--- src/rtl/err_irq_pkg.sv ---
`timescale 1ns/1ps
package err_irq_pkg;
  localparam int ADDR_W = 3;

  typedef enum logic [ADDR_W-1:0] {
    SEL_CTRL  = 3'd0,
    SEL_MAXW  = 3'd1,
    SEL_RAW   = 3'd2,
    SEL_MASK  = 3'd3,
    SEL_MSTAT = 3'd4,
    SEL_CLR   = 3'd5
  } reg_sel_e;

  // clear register bit positions
  localparam int CB_TOUT  = 0;
  localparam int CB_RSTL  = 1;
  localparam int CB_WFULL = 2;
  localparam int CB_DRD   = 3;
  localparam int CB_DWR   = 4;
  localparam int CLR_W    = 5;
  localparam int ERR_N    = 3;

  // raw / mask / masked status bit positions
  localparam int ST_ERR = 0;
  localparam int ST_DRD = 1;
  localparam int ST_DWR = 2;
  localparam int ST_W   = 3;
endpackage

--- src/rtl/err_wait_timer.sv ---
`timescale 1ns/1ps
module err_wait_timer #(
  parameter int WAIT_W = 8
) (
  input  logic              clk,
  input  logic              rst,
  input  logic              start,
  input  logic              not_ready,
  input  logic [WAIT_W-1:0] max_wait,
  output logic              tout_ev
);
  localparam int CNT_W = WAIT_W + 1;

  logic [CNT_W-1:0] cnt;
  logic [CNT_W-1:0] lim;

  assign lim     = {1'b0, max_wait};
  assign tout_ev = not_ready && !start && (max_wait != '0) && (cnt == lim);

  always_ff @(posedge clk) begin
    if (rst || start || !not_ready) cnt <= '0;
    else if (cnt <= lim)            cnt <= cnt + 1'b1;
  end
endmodule

--- src/rtl/err_regbus.sv ---
`timescale 1ns/1ps
module err_regbus
  import err_irq_pkg::*;
#(
  parameter int DATA_W = 32,
  parameter int WAIT_W = 8
) (
  input  logic                     clk,
  input  logic                     rst,
  input  logic [ADDR_W-1:0]        addr,
  input  logic                     we,
  input  logic [DATA_W-1:0]        wdata,
  input  logic [ERR_N-1:0]         err_q,
  input  logic [ST_W-1:0]          raw,
  input  logic [ST_W-1:0]          mask_q,
  input  logic [ST_W-1:0]          mstat,
  output logic                     st_we,
  output logic [ADDR_W-1:0]        st_sel,
  output logic [WAIT_W-1:0]        st_data,
  output logic [1:0]               ctrl_q,
  output logic [WAIT_W-1:0]        maxw_q,
  output logic [DATA_W-1:0]        rdata
);
  logic [DATA_W-1:0] rd_mux;
  logic              unused_wdata;

  assign unused_wdata = ^wdata[DATA_W-1:WAIT_W];

  // write staging: accepted writes land one cycle later
  always_ff @(posedge clk) begin
    if (rst) begin
      st_we   <= 1'b0;
      st_sel  <= '0;
      st_data <= '0;
    end else begin
      st_we   <= we;
      st_sel  <= addr;
      st_data <= wdata[WAIT_W-1:0];
    end
  end

  always_ff @(posedge clk) begin
    if (rst) begin
      ctrl_q <= '0;
      maxw_q <= '0;
    end else if (st_we) begin
      if (st_sel == SEL_CTRL) ctrl_q <= st_data[1:0];
      if (st_sel == SEL_MAXW) maxw_q <= st_data;
    end
  end

  always_comb begin
    rd_mux = '0;
    case (addr)
      SEL_CTRL:  rd_mux[1:0]        = ctrl_q;
      SEL_MAXW:  rd_mux[WAIT_W-1:0] = maxw_q;
      SEL_RAW:   rd_mux[ST_W-1:0]   = raw;
      SEL_MASK:  rd_mux[ST_W-1:0]   = mask_q;
      SEL_MSTAT: rd_mux[ST_W-1:0]   = mstat;
      SEL_CLR:   rd_mux[ERR_N-1:0]  = err_q;
      default:   rd_mux             = '0;
    endcase
  end

  always_ff @(posedge clk) begin
    if (rst) rdata <= '0;
    else     rdata <= rd_mux;
  end
endmodule

--- src/rtl/err_status_core.sv ---
`timescale 1ns/1ps
module err_status_core
  import err_irq_pkg::*;
(
  input  logic               clk,
  input  logic               rst,
  input  logic [1:0]         ctrl_q,
  input  logic               wr_stall_full,
  input  logic               rd_stall_pend,
  input  logic               tout_ev,
  input  logic               dma_rd_done,
  input  logic               dma_wr_done,
  input  logic               st_we,
  input  logic [ADDR_W-1:0]  st_sel,
  input  logic [CLR_W-1:0]   st_data,
  output logic [ERR_N-1:0]   err_q,
  output logic [1:0]         dma_q,
  output logic [ST_W-1:0]    mask_q,
  output logic [ST_W-1:0]    raw,
  output logic [ST_W-1:0]    mstat,
  output logic               irq
);
  logic             clr_hit;
  logic [ERR_N-1:0] err_set;
  logic [ERR_N-1:0] err_clr;
  logic [1:0]       dma_set;
  logic [1:0]       dma_clr;

  assign clr_hit = st_we && (st_sel == SEL_CLR);
  assign err_clr = clr_hit ? st_data[ERR_N-1:0] : '0;
  assign dma_clr = clr_hit ? st_data[CB_DWR:CB_DRD] : '0;

  assign err_set[CB_TOUT]  = tout_ev;
  assign err_set[CB_RSTL]  = ctrl_q[1] && rd_stall_pend;
  assign err_set[CB_WFULL] = ctrl_q[0] && wr_stall_full;
  assign dma_set           = {dma_wr_done, dma_rd_done};

  // sticky bits: set wins over a clear in the same cycle
  for (genvar i = 0; i < ERR_N; i++) begin : g_err
    always_ff @(posedge clk) begin
      if (rst) err_q[i] <= 1'b0;
      else     err_q[i] <= (err_q[i] && !err_clr[i]) || err_set[i];
    end
  end

  for (genvar j = 0; j < 2; j++) begin : g_dma
    always_ff @(posedge clk) begin
      if (rst) dma_q[j] <= 1'b0;
      else     dma_q[j] <= (dma_q[j] && !dma_clr[j]) || dma_set[j];
    end
  end

  always_ff @(posedge clk) begin
    if (rst)                               mask_q         <= '0;
    else if (st_we && st_sel == SEL_MASK)  mask_q         <= st_data[ST_W-1:0];
    else if (|err_clr)                     mask_q[ST_ERR] <= 1'b0;
  end

  assign raw[ST_ERR] = |err_q;
  assign raw[ST_DRD] = dma_q[0];
  assign raw[ST_DWR] = dma_q[1];
  assign mstat       = raw & mask_q;

  always_ff @(posedge clk) begin
    if (rst) irq <= 1'b0;
    else     irq <= |mstat;
  end
endmodule

--- src/rtl/err_irq_unit.sv ---
`timescale 1ns/1ps
module err_irq_unit
  import err_irq_pkg::*;
#(
  parameter int DATA_W = 32,
  parameter int WAIT_W = 8
) (
  input  logic              clk,
  input  logic              rst,
  input  logic [2:0]        bus_addr,
  input  logic              bus_we,
  input  logic [DATA_W-1:0] bus_wdata,
  output logic [DATA_W-1:0] bus_rdata,
  input  logic              wr_stall_full,
  input  logic              rd_stall_pend,
  input  logic              xfer_start,
  input  logic              not_ready,
  input  logic              dma_rd_done,
  input  logic              dma_wr_done,
  output logic              irq
);
  logic              st_we;
  logic [ADDR_W-1:0] st_sel;
  logic [WAIT_W-1:0] st_data;
  logic [1:0]        ctrl_q;
  logic [WAIT_W-1:0] maxw_q;
  logic [ERR_N-1:0]  err_q;
  logic [1:0]        dma_q;
  logic [ST_W-1:0]   mask_q;
  logic [ST_W-1:0]   raw;
  logic [ST_W-1:0]   mstat;
  logic              tout_ev;

  err_regbus #(.DATA_W(DATA_W), .WAIT_W(WAIT_W)) u_bus (
    .clk(clk), .rst(rst), .addr(bus_addr), .we(bus_we), .wdata(bus_wdata),
    .err_q(err_q), .raw(raw), .mask_q(mask_q), .mstat(mstat),
    .st_we(st_we), .st_sel(st_sel), .st_data(st_data),
    .ctrl_q(ctrl_q), .maxw_q(maxw_q), .rdata(bus_rdata)
  );

  err_wait_timer #(.WAIT_W(WAIT_W)) u_timer (
    .clk(clk), .rst(rst), .start(xfer_start), .not_ready(not_ready),
    .max_wait(maxw_q), .tout_ev(tout_ev)
  );

  err_status_core u_core (
    .clk(clk), .rst(rst), .ctrl_q(ctrl_q),
    .wr_stall_full(wr_stall_full), .rd_stall_pend(rd_stall_pend),
    .tout_ev(tout_ev), .dma_rd_done(dma_rd_done), .dma_wr_done(dma_wr_done),
    .st_we(st_we), .st_sel(st_sel), .st_data(st_data[CLR_W-1:0]),
    .err_q(err_q), .dma_q(dma_q), .mask_q(mask_q), .raw(raw),
    .mstat(mstat), .irq(irq)
  );
endmodule

--- config.mk ---
export PLATFORM = sky130hd
export DESIGN_NAME = err_irq_unit
export DESIGN_NICKNAME = d
export VERILOG_FILES = /design/src/rtl/err_irq_pkg.sv /design/src/rtl/err_wait_timer.sv /design/src/rtl/err_regbus.sv /design/src/rtl/err_status_core.sv /design/src/rtl/err_irq_unit.sv
export SDC_FILE = /design/constraint.sdc
export NUM_CORES = 1
export LEC_CHECK = 0
export BUFFER_PORTS_ARGS = -buffer_cell sky130_fd_sc_hd__buf_4
export CORE_UTILIZATION = 50
export CTS_CLUSTER_DIAMETER = 150
export DETAILED_ROUTE_END_ITERATION = 16
export PLACE_DENSITY_LB_ADDON = 0.2
export SLEW_MARGIN = 20
export SYNTH_ARGS = -nofsm -noshare
export SYNTH_HDL_FRONTEND = slang
export SYNTH_HIERARCHICAL = 1
export SYNTH_SLANG_ARGS = --single-unit
--- constraint.sdc ---
create_clock -name clk -period 2.6 [get_ports clk]
set_clock_uncertainty 0.05 [all_clocks]
set_input_delay 0.26 -clock clk [delete_from_list [all_inputs] [get_ports clk]]
set_output_delay 0.26 -clock clk [all_outputs]
set_load 0.005 [all_outputs]
==> results.cfg <==
[power]
combPwrFrac = 0.089
intPower_w = 0.00102
powerDensity_nw_per_um2 = 511
vdd.ir_drop.worst_mv = 0.314
seq_power_share = 0.575
switchingPower_w = 0.000313
swShare = 0.235
pwr-share-clk = 0.336
power_leakage_nw = 1.13

[layout]
fill_cells = 410
area_delta_synth_final_pct = 8.65
final_area_um2 = 2610
nets = 332
diodes = 0
drive_gt1_frac = 0.179

[cts]
clkSinkCount = 48
clk_pin_slew_ns = 0.08
htreeDepth = 2
clockBufferDepth = 2
clock_latency_ns = 0.30
cts_buffers = 5
hold_buffers = 0
cts.repair.resized = 0
cts_tree = built
ctsRootBufferMaster = clkbuf_8
post_cts_buffers = 0

[detailed_routing]
firstDrtPassIters = 10
remaining_drc_errors = 5
drt_wl_total_um = 4100
via_count = 1690
initialDrtViolationCount = 105
detail_route.wl_per_cell_um = 12.4
vias_per_cell = 5.11
ant_nets = 0

[placement]
portBuffers = 28
placed_area_um2 = 2510
hpwl_um = 2990
routabilityCongestion = 0.807

[global_route]
grt-ovfl-total = 0
grt_util_all_layers = 0.170
antenna_found_initial = 0
grt_pass1_vias = 1397
grt_pass1_wl_um = 6730
grt_max_degree = 36

[timing]
fin_crit_ns = 2.16
post-route-period-util = 0.832
finalHoldViolCount = 0
finalSetupViolCount = 0
rsz0062_at_grt = no
setup_tns_ns = 0
timing.fmax_ghz = 0.462
drv_slew = 0

[worst_setup_path]
r2r-end = u_timer/cnt[5]$_SDFFE_PP0P_
worstPathRequired_ns = 2.74
cp-end-kind = flip-flop
ff2ff_path_depth = 7
r2r_setup_slack_ns = 0.44
cp_data_arrival_time_ns = 2.30
critPathKind = flip-flop to flip-flop
critPathLaunchType = flip-flop
crit_fanout = 10
r2r_start = u_bus/maxw_q[7]$_SDFFE_PP0P_

[logic_synthesis]
yosys_warnings = 6
synth_edf_count = 0
netlist_area_um2 = 2400
synth.most_common_cell = dfxtp_1
synth-async-reset-ratio = 0
netlist-cell-type-count = 48
yosys_most_used_dff = dfxtp_1
synth_common_cells = 48 x dfxtp_1, 29 x buf_4, 23 x nor2_1
synth_cells = 253
synth_seq_cells = 48
postSynthAreaPerCell_um2 = 9.49
synth_top_area_cell = dfxtp_1
synth-seq-area-share = 0.400
synthTopCellsByArea = dfxtp_1 40%, buf_4 9.1%, mux2i_1 8.3%
synth_top_area_share = 0.400

[floorplanning]
die_area_um2 = 5080
core-area_um2 = 4470
io_pins = 77
placementRows = 24
start_util = 0.536
die_h_um = 71.3
die_w_um = 71.3

[worst_hold_path]
min_path_type = input pin to flip-flop
worstHoldStart = bus_wdata[1]
whs_endpoint = u_bus/st_data[1]$_SDFF_PP0_
min_path_cells = 2

[run]
cap_violations = 0

[status]
status = finished with violations
violations = DRC
per-layer routing:
layer	global-route usage	up-vias	share of wire
li1	-	872	-
met1	0.250	762	0.51
met2	0.255	54	0.43
met3	0.0295	2	0.048
met4	0.0533	0	0.0083
met5	0	-	0
power by group through the flow:
stage          registers [W]  clock network (W)  logic [W]
5_1_grt             0.000769           0.000492   0.000132
3_3_place_gp        0.000784                  0   0.000116
3_5_place_dp        0.000784                  0   0.000117
6_report            0.000767           0.000448   0.000118
4_1_cts             0.000767           0.000455   0.000118
2_1_floorplan       0.000779                  0   0.000112
flip-flops by register name, summed over array words and instances (netlist names):
signal	flops
u_bus/maxw_q	8
u_core/irq	1
u_bus/ctrl_q	2
u_bus/rdata	8
u_bus/st_sel	3
u_bus/st_data	8
u_timer/cnt	9
u_core/dma_q	2
u_core/err_q	3
u_bus/st_we	1
u_core/mask_q	3
worst max-delay path, cell delays in order, from the launching register on:
cell      delay (ns)
dfxtp_1         0.41
inv_1           0.07
ha_1            0.32
a211oi_1        0.31
nand2_1         0.15
o211ai_4        0.36
a31oi_1         0.15
a41o_1          0.23
worst max path at each step:
stage	depth (start not counted)	to	startpoint
2_1_floorplan	7	u_timer/cnt[3]$_SDFFE_PP0P_	u_bus/maxw_q[7]$_SDFFE_PP0P_
4_1_cts	7	u_timer/cnt[5]$_SDFFE_PP0P_	u_bus/maxw_q[7]$_SDFFE_PP0P_
5_1_grt	7	u_timer/cnt[5]$_SDFFE_PP0P_	u_bus/maxw_q[7]$_SDFFE_PP0P_
3_5_place_dp	7	u_timer/cnt[5]$_SDFFE_PP0P_	u_bus/maxw_q[7]$_SDFFE_PP0P_
6_report	7	u_timer/cnt[5]$_SDFFE_PP0P_	u_bus/maxw_q[7]$_SDFFE_PP0P_
3_3_place_gp	7	u_timer/cnt[3]$_SDFFE_PP0P_	u_bus/maxw_q[7]$_SDFFE_PP0P_
cells in the final DEF (no fill, tap or decap), types with 5 or more instances in the layout:
master and n:
dfxtp_1 48, nor2b_1 11, nor2_1 23, nand2_1 14, mux2i_1 20, clkbuf_8 6, and2_1 8, conb_1 24
buf_4 29, nor3_1 5, a21oi_1 7, inv_1 15, ha_1 10
cells by family after synthesis:
family | Yosys count | share of synthesized area
compound gates | 28 | 0.0897
xor+xnor | 1 | 0.00365
fa+ha+maj | 10 | 0.0521
buf+inv | 49 | 0.129
flops | 48 | 0.400
mux | 21 | 0.0881
other cells | 1 | 0.00156
simple gates | 95 | 0.235
layout make-up:
type                       instances  area, um2  share of cell area
multi-input combinational        179       1210               0.466
sequential                        48        961               0.369
timing repair buffer              29        218              0.0835
clock buffer                       6       82.6              0.0317
tap                               52       65.1              0.0250
inverter                          15       56.3              0.0216
clock inverter                     2       10.0             0.00384
metrics by stage:
step | total power, W | utilization | hold WS [ns] | cells | worst slack [ns]
3_5_place_dp | 0.000901 | 0.562 | 0.408 | 323 | 0.493
2_1_floorplan | 0.000891 | - | 0.282 | 276 | 0.707
5_1_grt | 0.00139 | 0.583 | 0.117 | 331 | 0.332
3_3_place_gp | 0.000899 | 0.562 | 0.396 | 323 | 0.502
4_1_cts | 0.00134 | 0.583 | 0.116 | 331 | 0.454
6_report | 0.00133 | 0.583 | 0.123 | 331 | 0.436
No activity file was read; power rests on OpenSTA's default activity.
